`config.mk`:
```
export PLATFORM = sky130hd
export DESIGN_NAME = lin_hdr_gen
export DESIGN_NICKNAME = d
export VERILOG_FILES = /design/src/rtl/lin_hdr_pkg.sv /design/src/rtl/lin_pid_calc.sv /design/src/rtl/lin_hdr_lengths.sv /design/src/rtl/lin_char_ser.sv /design/src/rtl/lin_hdr_ctrl.sv /design/src/rtl/lin_hdr_gen.sv
export SDC_FILE = /design/constraint.sdc
export NUM_CORES = 1
export LEC_CHECK = 0
export BUFFER_PORTS_ARGS = -buffer_cell sky130_fd_sc_hd__buf_2
export CAP_MARGIN = 20
export CELL_PAD_IN_SITES_DETAIL_PLACEMENT = 1
export CELL_PAD_IN_SITES_GLOBAL_PLACEMENT = 2
export CORE_ASPECT_RATIO = 1.25
export CORE_UTILIZATION = 40
export DETAILED_ROUTE_END_ITERATION = 7
export GPL_TIMING_DRIVEN = 0
export PLACE_DENSITY_LB_ADDON = 0.1
export SYNTH_ARGS = -nofsm -noshare
export SYNTH_HDL_FRONTEND = slang
export SYNTH_SLANG_ARGS = --single-unit
```
`constraint.sdc`:
```
create_clock -name clk -period 6.35 [get_ports clk]
set_clock_uncertainty 0.2 [all_clocks]
set_input_delay 0 -clock clk [delete_from_list [all_inputs] [get_ports clk]]
set_output_delay 0 -clock clk [all_outputs]
set_load 0.02 [all_outputs]
```
`src/rtl/lin_hdr_pkg.sv`:
```
package lin_hdr_pkg;
   typedef enum logic [2:0] {
      PH_IDLE = 3'd0,
      PH_BRK  = 3'd1,
      PH_GAP1 = 3'd2,
      PH_SYNC = 3'd3,
      PH_GAP2 = 3'd4,
      PH_PID  = 3'd5
   } phase_t;

   localparam int unsigned SYNC_BYTE = 8'h55;
   localparam int unsigned BYTE_W    = 8;
   localparam int unsigned CHAR_W    = BYTE_W + 2;

   function automatic int unsigned max_of4(int unsigned a, int unsigned b,
                                           int unsigned c, int unsigned d);
      int unsigned m;
      m = a;
      if (b > m) m = b;
      if (c > m) m = c;
      if (d > m) m = d;
      return m;
   endfunction
endpackage

```
`src/rtl/lin_pid_calc.sv`:
```
module lin_pid_calc #(
   parameter int unsigned ID_W = 6
) (
   input  logic [ID_W-1:0] id_i,
   output logic [7:0]      pid_o
);
   generate
      if (ID_W != 6) begin : g_bad_width
         $error("lin_pid_calc: identifier must be 6 bits");
      end
   endgenerate

   logic par_lo, par_hi;
   always_comb begin
      par_lo = id_i[0] ^ id_i[1] ^ id_i[2] ^ id_i[4];
      par_hi = ~(id_i[1] ^ id_i[3] ^ id_i[4] ^ id_i[5]);
      pid_o  = {par_hi, par_lo, id_i[5:0]};
   end
endmodule

```
`src/rtl/lin_hdr_lengths.sv`:
```
module lin_hdr_lengths #(
   parameter int unsigned CW       = 5,
   parameter int unsigned BRK_T0   = 13,
   parameter int unsigned BRK_T1   = 17,
   parameter int unsigned BRK_T2   = 21,
   parameter int unsigned BRK_T3   = 26,
   parameter int unsigned GAPA_T0  = 1,
   parameter int unsigned GAPA_T1  = 4,
   parameter int unsigned GAPA_T2  = 8,
   parameter int unsigned GAPA_T3  = 14,
   parameter int unsigned GAPB_MIN = 1,
   parameter int unsigned GAPB_STD = 4
) (
   input  logic [1:0]    brk_code_i,
   input  logic [1:0]    dly_code_i,
   output logic [CW-1:0] brk_len_o,
   output logic [CW-1:0] gapa_len_o,
   output logic [CW-1:0] gapb_len_o
);
   localparam int unsigned BRK_TAB  [4] = '{BRK_T0, BRK_T1, BRK_T2, BRK_T3};
   localparam int unsigned GAPA_TAB [4] = '{GAPA_T0, GAPA_T1, GAPA_T2, GAPA_T3};

   genvar k;
   generate
      for (k = 0; k < 4; k++) begin : g_chk
         if (BRK_TAB[k] < 1 || BRK_TAB[k] >= (1 << CW)) begin : g_bad_brk
            $error("lin_hdr_lengths: break length out of counter range");
         end
         if (GAPA_TAB[k] < 1 || GAPA_TAB[k] >= (1 << CW)) begin : g_bad_gap
            $error("lin_hdr_lengths: first gap out of counter range");
         end
      end
      if (GAPB_MIN < 1 || GAPB_STD < 1 ||
          GAPB_MIN >= (1 << CW) || GAPB_STD >= (1 << CW)) begin : g_bad_gapb
         $error("lin_hdr_lengths: second gap out of counter range");
      end
   endgenerate

   always_comb begin
      brk_len_o  = CW'(BRK_TAB[brk_code_i]);
      gapa_len_o = CW'(GAPA_TAB[dly_code_i]);
      gapb_len_o = (dly_code_i == 2'd0) ? CW'(GAPB_MIN) : CW'(GAPB_STD);
   end
endmodule

```
`src/rtl/lin_char_ser.sv`:
```
module lin_char_ser #(
   parameter int unsigned DATA_W = 8
) (
   input  logic              clk,
   input  logic              rst_n,
   input  logic              load_i,
   input  logic              shift_i,
   input  logic [DATA_W-1:0] data_i,
   output logic              bit_o
);
   localparam int unsigned FRAME_W = DATA_W + 2;

   generate
      if (DATA_W < 1) begin : g_bad_data
         $error("lin_char_ser: data width must be positive");
      end
   endgenerate

   logic [FRAME_W-1:0] sh_q;

   always_ff @(posedge clk or negedge rst_n) begin
      if (!rst_n) begin
         sh_q <= '1;
      end else if (load_i) begin
         sh_q <= {1'b1, data_i, 1'b0};
      end else if (shift_i) begin
         sh_q <= {1'b1, sh_q[FRAME_W-1:1]};
      end
   end

   assign bit_o = sh_q[0];
endmodule

```
`src/rtl/lin_hdr_ctrl.sv`:
```
module lin_hdr_ctrl
   import lin_hdr_pkg::*;
#(
   parameter int unsigned CW = 5
) (
   input  logic          clk,
   input  logic          rst_n,
   input  logic          bit_tick,
   input  logic          start,
   input  logic [CW-1:0] brk_len_i,
   input  logic [CW-1:0] gapa_len_i,
   input  logic [CW-1:0] gapb_len_i,
   output phase_t        phase_o,
   output logic          accept_o,
   output logic          ld_sync_o,
   output logic          ld_pid_o,
   output logic          shift_o,
   output logic          done_o
);
   generate
      if (CW < $clog2(CHAR_W + 1)) begin : g_bad_cw
         $error("lin_hdr_ctrl: counter too narrow for a character");
      end
   endgenerate

   phase_t        ph_q, ph_nx;
   logic [CW-1:0] cnt_q;
   logic [CW-1:0] cur_len;
   logic          last_bit;
   logic          char_ph;
   logic          done_q;

   always_comb begin
      unique case (ph_q)
         PH_BRK:          cur_len = brk_len_i;
         PH_GAP1:         cur_len = gapa_len_i;
         PH_GAP2:         cur_len = gapb_len_i;
         PH_SYNC, PH_PID: cur_len = CW'(CHAR_W);
         default:         cur_len = CW'(1);
      endcase
   end

   always_comb begin
      unique case (ph_q)
         PH_BRK:  ph_nx = PH_GAP1;
         PH_GAP1: ph_nx = PH_SYNC;
         PH_SYNC: ph_nx = PH_GAP2;
         PH_GAP2: ph_nx = PH_PID;
         default: ph_nx = PH_IDLE;
      endcase
   end

   assign last_bit = (cnt_q == cur_len - CW'(1));
   assign char_ph  = (ph_q == PH_SYNC) || (ph_q == PH_PID);
   assign accept_o = start && (ph_q == PH_IDLE);

   always_ff @(posedge clk or negedge rst_n) begin
      if (!rst_n) begin
         ph_q   <= PH_IDLE;
         cnt_q  <= '0;
         done_q <= 1'b0;
      end else begin
         done_q <= 1'b0;
         if (ph_q == PH_IDLE) begin
            cnt_q <= '0;
            if (start) ph_q <= PH_BRK;
         end else if (bit_tick) begin
            if (last_bit) begin
               cnt_q <= '0;
               ph_q  <= ph_nx;
               if (ph_q == PH_PID) done_q <= 1'b1;
            end else begin
               cnt_q <= cnt_q + CW'(1);
            end
         end
      end
   end

   assign ld_sync_o = bit_tick && last_bit && (ph_q == PH_GAP1);
   assign ld_pid_o  = bit_tick && last_bit && (ph_q == PH_GAP2);
   assign shift_o   = bit_tick && !last_bit && char_ph;
   assign phase_o   = ph_q;
   assign done_o    = done_q;
endmodule

```
`src/rtl/lin_hdr_gen.sv`:
```
module lin_hdr_gen
   import lin_hdr_pkg::*;
#(
   parameter int unsigned ID_W     = 6,
   parameter int unsigned BRK_T0   = 13,
   parameter int unsigned BRK_T1   = 17,
   parameter int unsigned BRK_T2   = 21,
   parameter int unsigned BRK_T3   = 26,
   parameter int unsigned GAPA_T0  = 1,
   parameter int unsigned GAPA_T1  = 4,
   parameter int unsigned GAPA_T2  = 8,
   parameter int unsigned GAPA_T3  = 14,
   parameter int unsigned GAPB_MIN = 1,
   parameter int unsigned GAPB_STD = 4
) (
   input  logic            clk,
   input  logic            rst_n,
   input  logic            bit_tick,
   input  logic            start,
   input  logic [1:0]      brk_sel,
   input  logic [1:0]      dly_sel,
   input  logic [ID_W-1:0] frame_id,
   output logic            tx,
   output logic            busy,
   output logic            done
);
   localparam int unsigned MAX_FIELD = max_of4(
      max_of4(BRK_T0, BRK_T1, BRK_T2, BRK_T3),
      max_of4(GAPA_T0, GAPA_T1, GAPA_T2, GAPA_T3),
      max_of4(GAPB_MIN, GAPB_STD, CHAR_W, 1), 1);
   localparam int unsigned CW = $clog2(MAX_FIELD + 1);

   phase_t          phase;
   logic            accept, ld_sync, ld_pid, shift, ser_bit;
   logic [1:0]      brk_q, dly_q;
   logic [ID_W-1:0] id_q;
   logic [CW-1:0]   brk_len, gapa_len, gapb_len;
   logic [7:0]      pid_byte;
   logic [7:0]      ser_data;

   always_ff @(posedge clk or negedge rst_n) begin
      if (!rst_n) begin
         brk_q <= '0;
         dly_q <= '0;
         id_q  <= '0;
      end else if (accept) begin
         brk_q <= brk_sel;
         dly_q <= dly_sel;
         id_q  <= frame_id;
      end
   end

   lin_hdr_lengths #(
      .CW(CW), .BRK_T0(BRK_T0), .BRK_T1(BRK_T1), .BRK_T2(BRK_T2), .BRK_T3(BRK_T3),
      .GAPA_T0(GAPA_T0), .GAPA_T1(GAPA_T1), .GAPA_T2(GAPA_T2), .GAPA_T3(GAPA_T3),
      .GAPB_MIN(GAPB_MIN), .GAPB_STD(GAPB_STD)
   ) u_len (
      .brk_code_i (brk_q),
      .dly_code_i (dly_q),
      .brk_len_o  (brk_len),
      .gapa_len_o (gapa_len),
      .gapb_len_o (gapb_len)
   );

   lin_pid_calc #(.ID_W(ID_W)) u_pid (
      .id_i  (id_q),
      .pid_o (pid_byte)
   );

   lin_hdr_ctrl #(.CW(CW)) u_ctrl (
      .clk        (clk),
      .rst_n      (rst_n),
      .bit_tick   (bit_tick),
      .start      (start),
      .brk_len_i  (brk_len),
      .gapa_len_i (gapa_len),
      .gapb_len_i (gapb_len),
      .phase_o    (phase),
      .accept_o   (accept),
      .ld_sync_o  (ld_sync),
      .ld_pid_o   (ld_pid),
      .shift_o    (shift),
      .done_o     (done)
   );

   assign ser_data = ld_pid ? pid_byte : 8'(SYNC_BYTE);

   lin_char_ser #(.DATA_W(BYTE_W)) u_ser (
      .clk     (clk),
      .rst_n   (rst_n),
      .load_i  (ld_sync || ld_pid),
      .shift_i (shift),
      .data_i  (ser_data),
      .bit_o   (ser_bit)
   );

   always_comb begin
      unique case (phase)
         PH_BRK:          tx = 1'b0;
         PH_SYNC, PH_PID: tx = ser_bit;
         default:         tx = 1'b1;
      endcase
   end

   assign busy = (phase != PH_IDLE);
endmodule

```
==> results_dict.tcl <==
set metrics [dict create \
    status "completed" \
    post-route-period-util 0.529 \
    postCtsResizedCells 0 \
    overflow 0 \
    yosys-top-cells-count "20 x nand2_1, 19 x dfrtp_1, 9 x dfstp_2, 9 x mux2_2, 9 x nor2_1" \
    grt_pass1_vias 1667 \
    utilization 0.493 \
    cts-root-buf "clkbuf_8" \
    async_flop_share 1.00 \
    hp-start "start" \
    hold_slack_ns 0.0602 \
    yosysTopAreaCell "dfrtp_1" \
    antenna_found_initial 0 \
    grt_pass1_wl_um 7880 \
    avgRoutedWirePerCell_um 16.8 \
    ios 17 \
    ys.flop_type "dfrtp_1" \
    clock_latency_ns 0.28 \
    post-dp-hpwl_um 3530 \
    rr_endpoint "u_ctrl.cnt_q[1]" \
    crit_family "simple AND/OR/NAND/NOR gates" \
    numCtsBuffers 3 \
    synth.most_common_cell "nand2_1" \
    r2r-start "u_ctrl.phase_o[1]" \
    start_util 0.415 \
    ys_seq_area_frac 0.391 \
    die_area_um2 4830 \
    worst-path-buf-inv 3 \
    yosys.area.top_type_share 0.261 \
    cp.required_ns 6.27 \
    clk_pin_slew_worst_paths_ns 0.10 \
    synth_edf_count 0 \
    synthCells 189 \
    coreArea_um2 4390 \
    reg2regPathDepth 13 \
    vias 1564 \
    ff2ff_setup_slack_ns 2.99 \
    synth_area_leaders "dfrtp_1 26%, dfstp_2 13%, mux2_2 5.6%, ha_1 4.1%, nand2_1 4.1%" \
    syn_area_um2 1820 \
    crit_arrival_ns 3.27 \
    path_cells "buf_6 -> and2_4 -> nor3_1 -> ha_1 -> xnor2_1 -> nand2b_1 -> a211oi_1 -> a32oi_2 -> a21oi_2 -> buf_6 -> buf_4 -> nand3b_1 -> a21oi_1" \
    drt_wl_total_um 4680 \
    crit_top_cell "buf_6" \
    drive_gt1_frac 0.235 \
    grt_max_degree 29 \
    worst-path-max-fanout 10 \
    p_total_mw 1.13 \
    clk_path_buf_depth 2 \
    num_rows 27 \
    diodes 0 \
    grt_busiest_layer "met2" \
    synth_fp_nets 209 \
    vias_per_cell 5.61 \
    min_to "id_q[2]" \
    relSlewSlack 0.382 \
    vdd_ir_drop_max_v 0.000192 \
    place_area_um2 1970 \
    rsz0062_at_grt "false" \
    drtPass1Iterations 4 \
    met3_usage 0.0191 \
    yosysWarnings 0 \
    setup_viol 0 \
    cts_tree "yes" \
    clock_sinks 28 \
    grt.total_usage 0.208 \
    die_w_um 62.4 \
    fmax_mhz 298 \
    nets 242 \
    timing.final.hold_violations 0 \
    portBuffers 16 \
    worst_slew_pin_slew_ns 0.921 \
    final_antenna_net_count 0 \
    hold_path_depth 3 \
    synth.avg_cell_area_um2 9.64 \
    drc 0 \
    use_met1 0.236 \
    start_kind "register" \
    cp_slowest_cell "nor3_1" \
    gp_congestion 0.809 \
    min_period_ns 3.36 \
    grt_util_met2 0.403 \
    powerDensity_nw_per_um2 521 \
    die_y_um 77.5 \
    htree_num_levels 1 \
    drv_slew 0 \
    worstSetupPathType "reg -> reg" \
    power_leakage_nw 0.890 \
    cap_violations 0 \
    synth-seq-cells 28 \
    stdcell_area_um2 2170 \
    worst_setup_path_end_kind "register" \
    syn_to_final_growth_pct 18.9 \
    hold_path.class "in -> reg" \
    synth_cell_types 51 \
    fin_setup_tns_ns 0 \
    cts_setup_buffers 0 \
    drt_iter0_markers 31 \
    crit_path_max_incr_delay_ns 0.46 \
]
## repair_timing
| item | in CTS | in global routing |
|---|---|---|
| hold buffers | 12 | 0 |
| setup endpoints to repair | 0 | 0 |
| endpoints found under the hold margin | 39 | 0 |
## power breakdown
group	total [mW]	leakage [nW]	switching (mW)	internal [mW]
clock network	0.143	0.0357	0.0588	0.0845
logic	0.645	0.526	0.361	0.284
registers	0.339	0.328	0.0732	0.266
total	1.13	0.890	0.493	0.635
## through the flow
step,setup WS [ns],instances
final,2.99,279
after global routing,2.82,279
after CTS,2.97,279
after detailed placement,3.02,263
after global placement,3.16,263
after floorplan,3.50,189
## state kept, by name (all words and copies together), names as in the netlist
| signal | cells |
|---|---|
| u_ser.sh_q | 9 |
| id_q | 6 |
| u_ctrl.cnt_q | 5 |
| u_ctrl.phase_o | 3 |
| brk_q | 2 |
| dly_q | 2 |
| u_ctrl.done_o | 1 |
## layer usage
metal / vias up / routed length (um) / share of wire
met5: - / 0 / 0
li1: 748 / - / -
met2: 13 / 2620 / 0.56
met1: 796 / 1940 / 0.41
met4: 0 / 68 / 0.015
met3: 7 / 47 / 0.010
## worst min-delay path, cell delays in order
cell and delay, ns:
buf_2 0.07, and2_0 0.24, mux2_2 0.20
## worst max-delay path by stage
stage,startpoint,to,slack [ns],cells after the start
floorplan,u_ctrl.phase_o[1],u_ctrl.cnt_q[1],3.50,13
global placement,u_ctrl.phase_o[1],u_ctrl.cnt_q[1],3.16,13
detailed placement,u_ctrl.phase_o[1],u_ctrl.cnt_q[1],3.02,13
CTS,u_ctrl.phase_o[1],u_ctrl.cnt_q[1],2.97,13
global route,u_ctrl.phase_o[1],u_ctrl.cnt_q[1],2.82,13
finish,u_ctrl.phase_o[1],u_ctrl.cnt_q[1],2.99,13
## cells by family (layout without fill, tap and decap cells)
group / count (synthesis) / after routing / share of synthesized area
AOI/OAI and AO/OA: 43 / 43 / 0.177
xor gates and xnor gates: 10 / 10 / 0.0481
adders and majority gates: 6 / 6 / 0.0412
buffers and inverters: 18 / 50 / 0.0529
DFF: 28 / 28 / 0.391
muxes: 14 / 14 / 0.0859
and+or+nand+nor: 70 / 70 / 0.205
## layout make-up
cell class	instances	area, um^2
fill	537	2230
multi-input combinational	143	1010
sequential	28	712
timing repair buffer	28	200
tap	58	72.6
buffer	10	66.3
clock buffer	3	41.3
clock inverter	1	30.0
inverter	8	30.0
## cells in the final DEF, fill, tap and decap left out, types with 5 or more instances in the layout
| cell | count |
|---|---|
| buf_2 | 18 |
| ha_1 | 6 |
| dfstp_2 | 9 |
| and3_1 | 5 |
| nand3_1 | 7 |
| inv_1 | 8 |
| dfrtp_1 | 19 |
| nor3_1 | 8 |
| dlygate4sd3_1 | 12 |
| mux2_2 | 9 |
| nor2_1 | 9 |
| xnor2_1 | 7 |
| o21ai_0 | 7 |
| a21oi_1 | 7 |
| nand2_1 | 20 |
(Power assumes the default switching activity.)
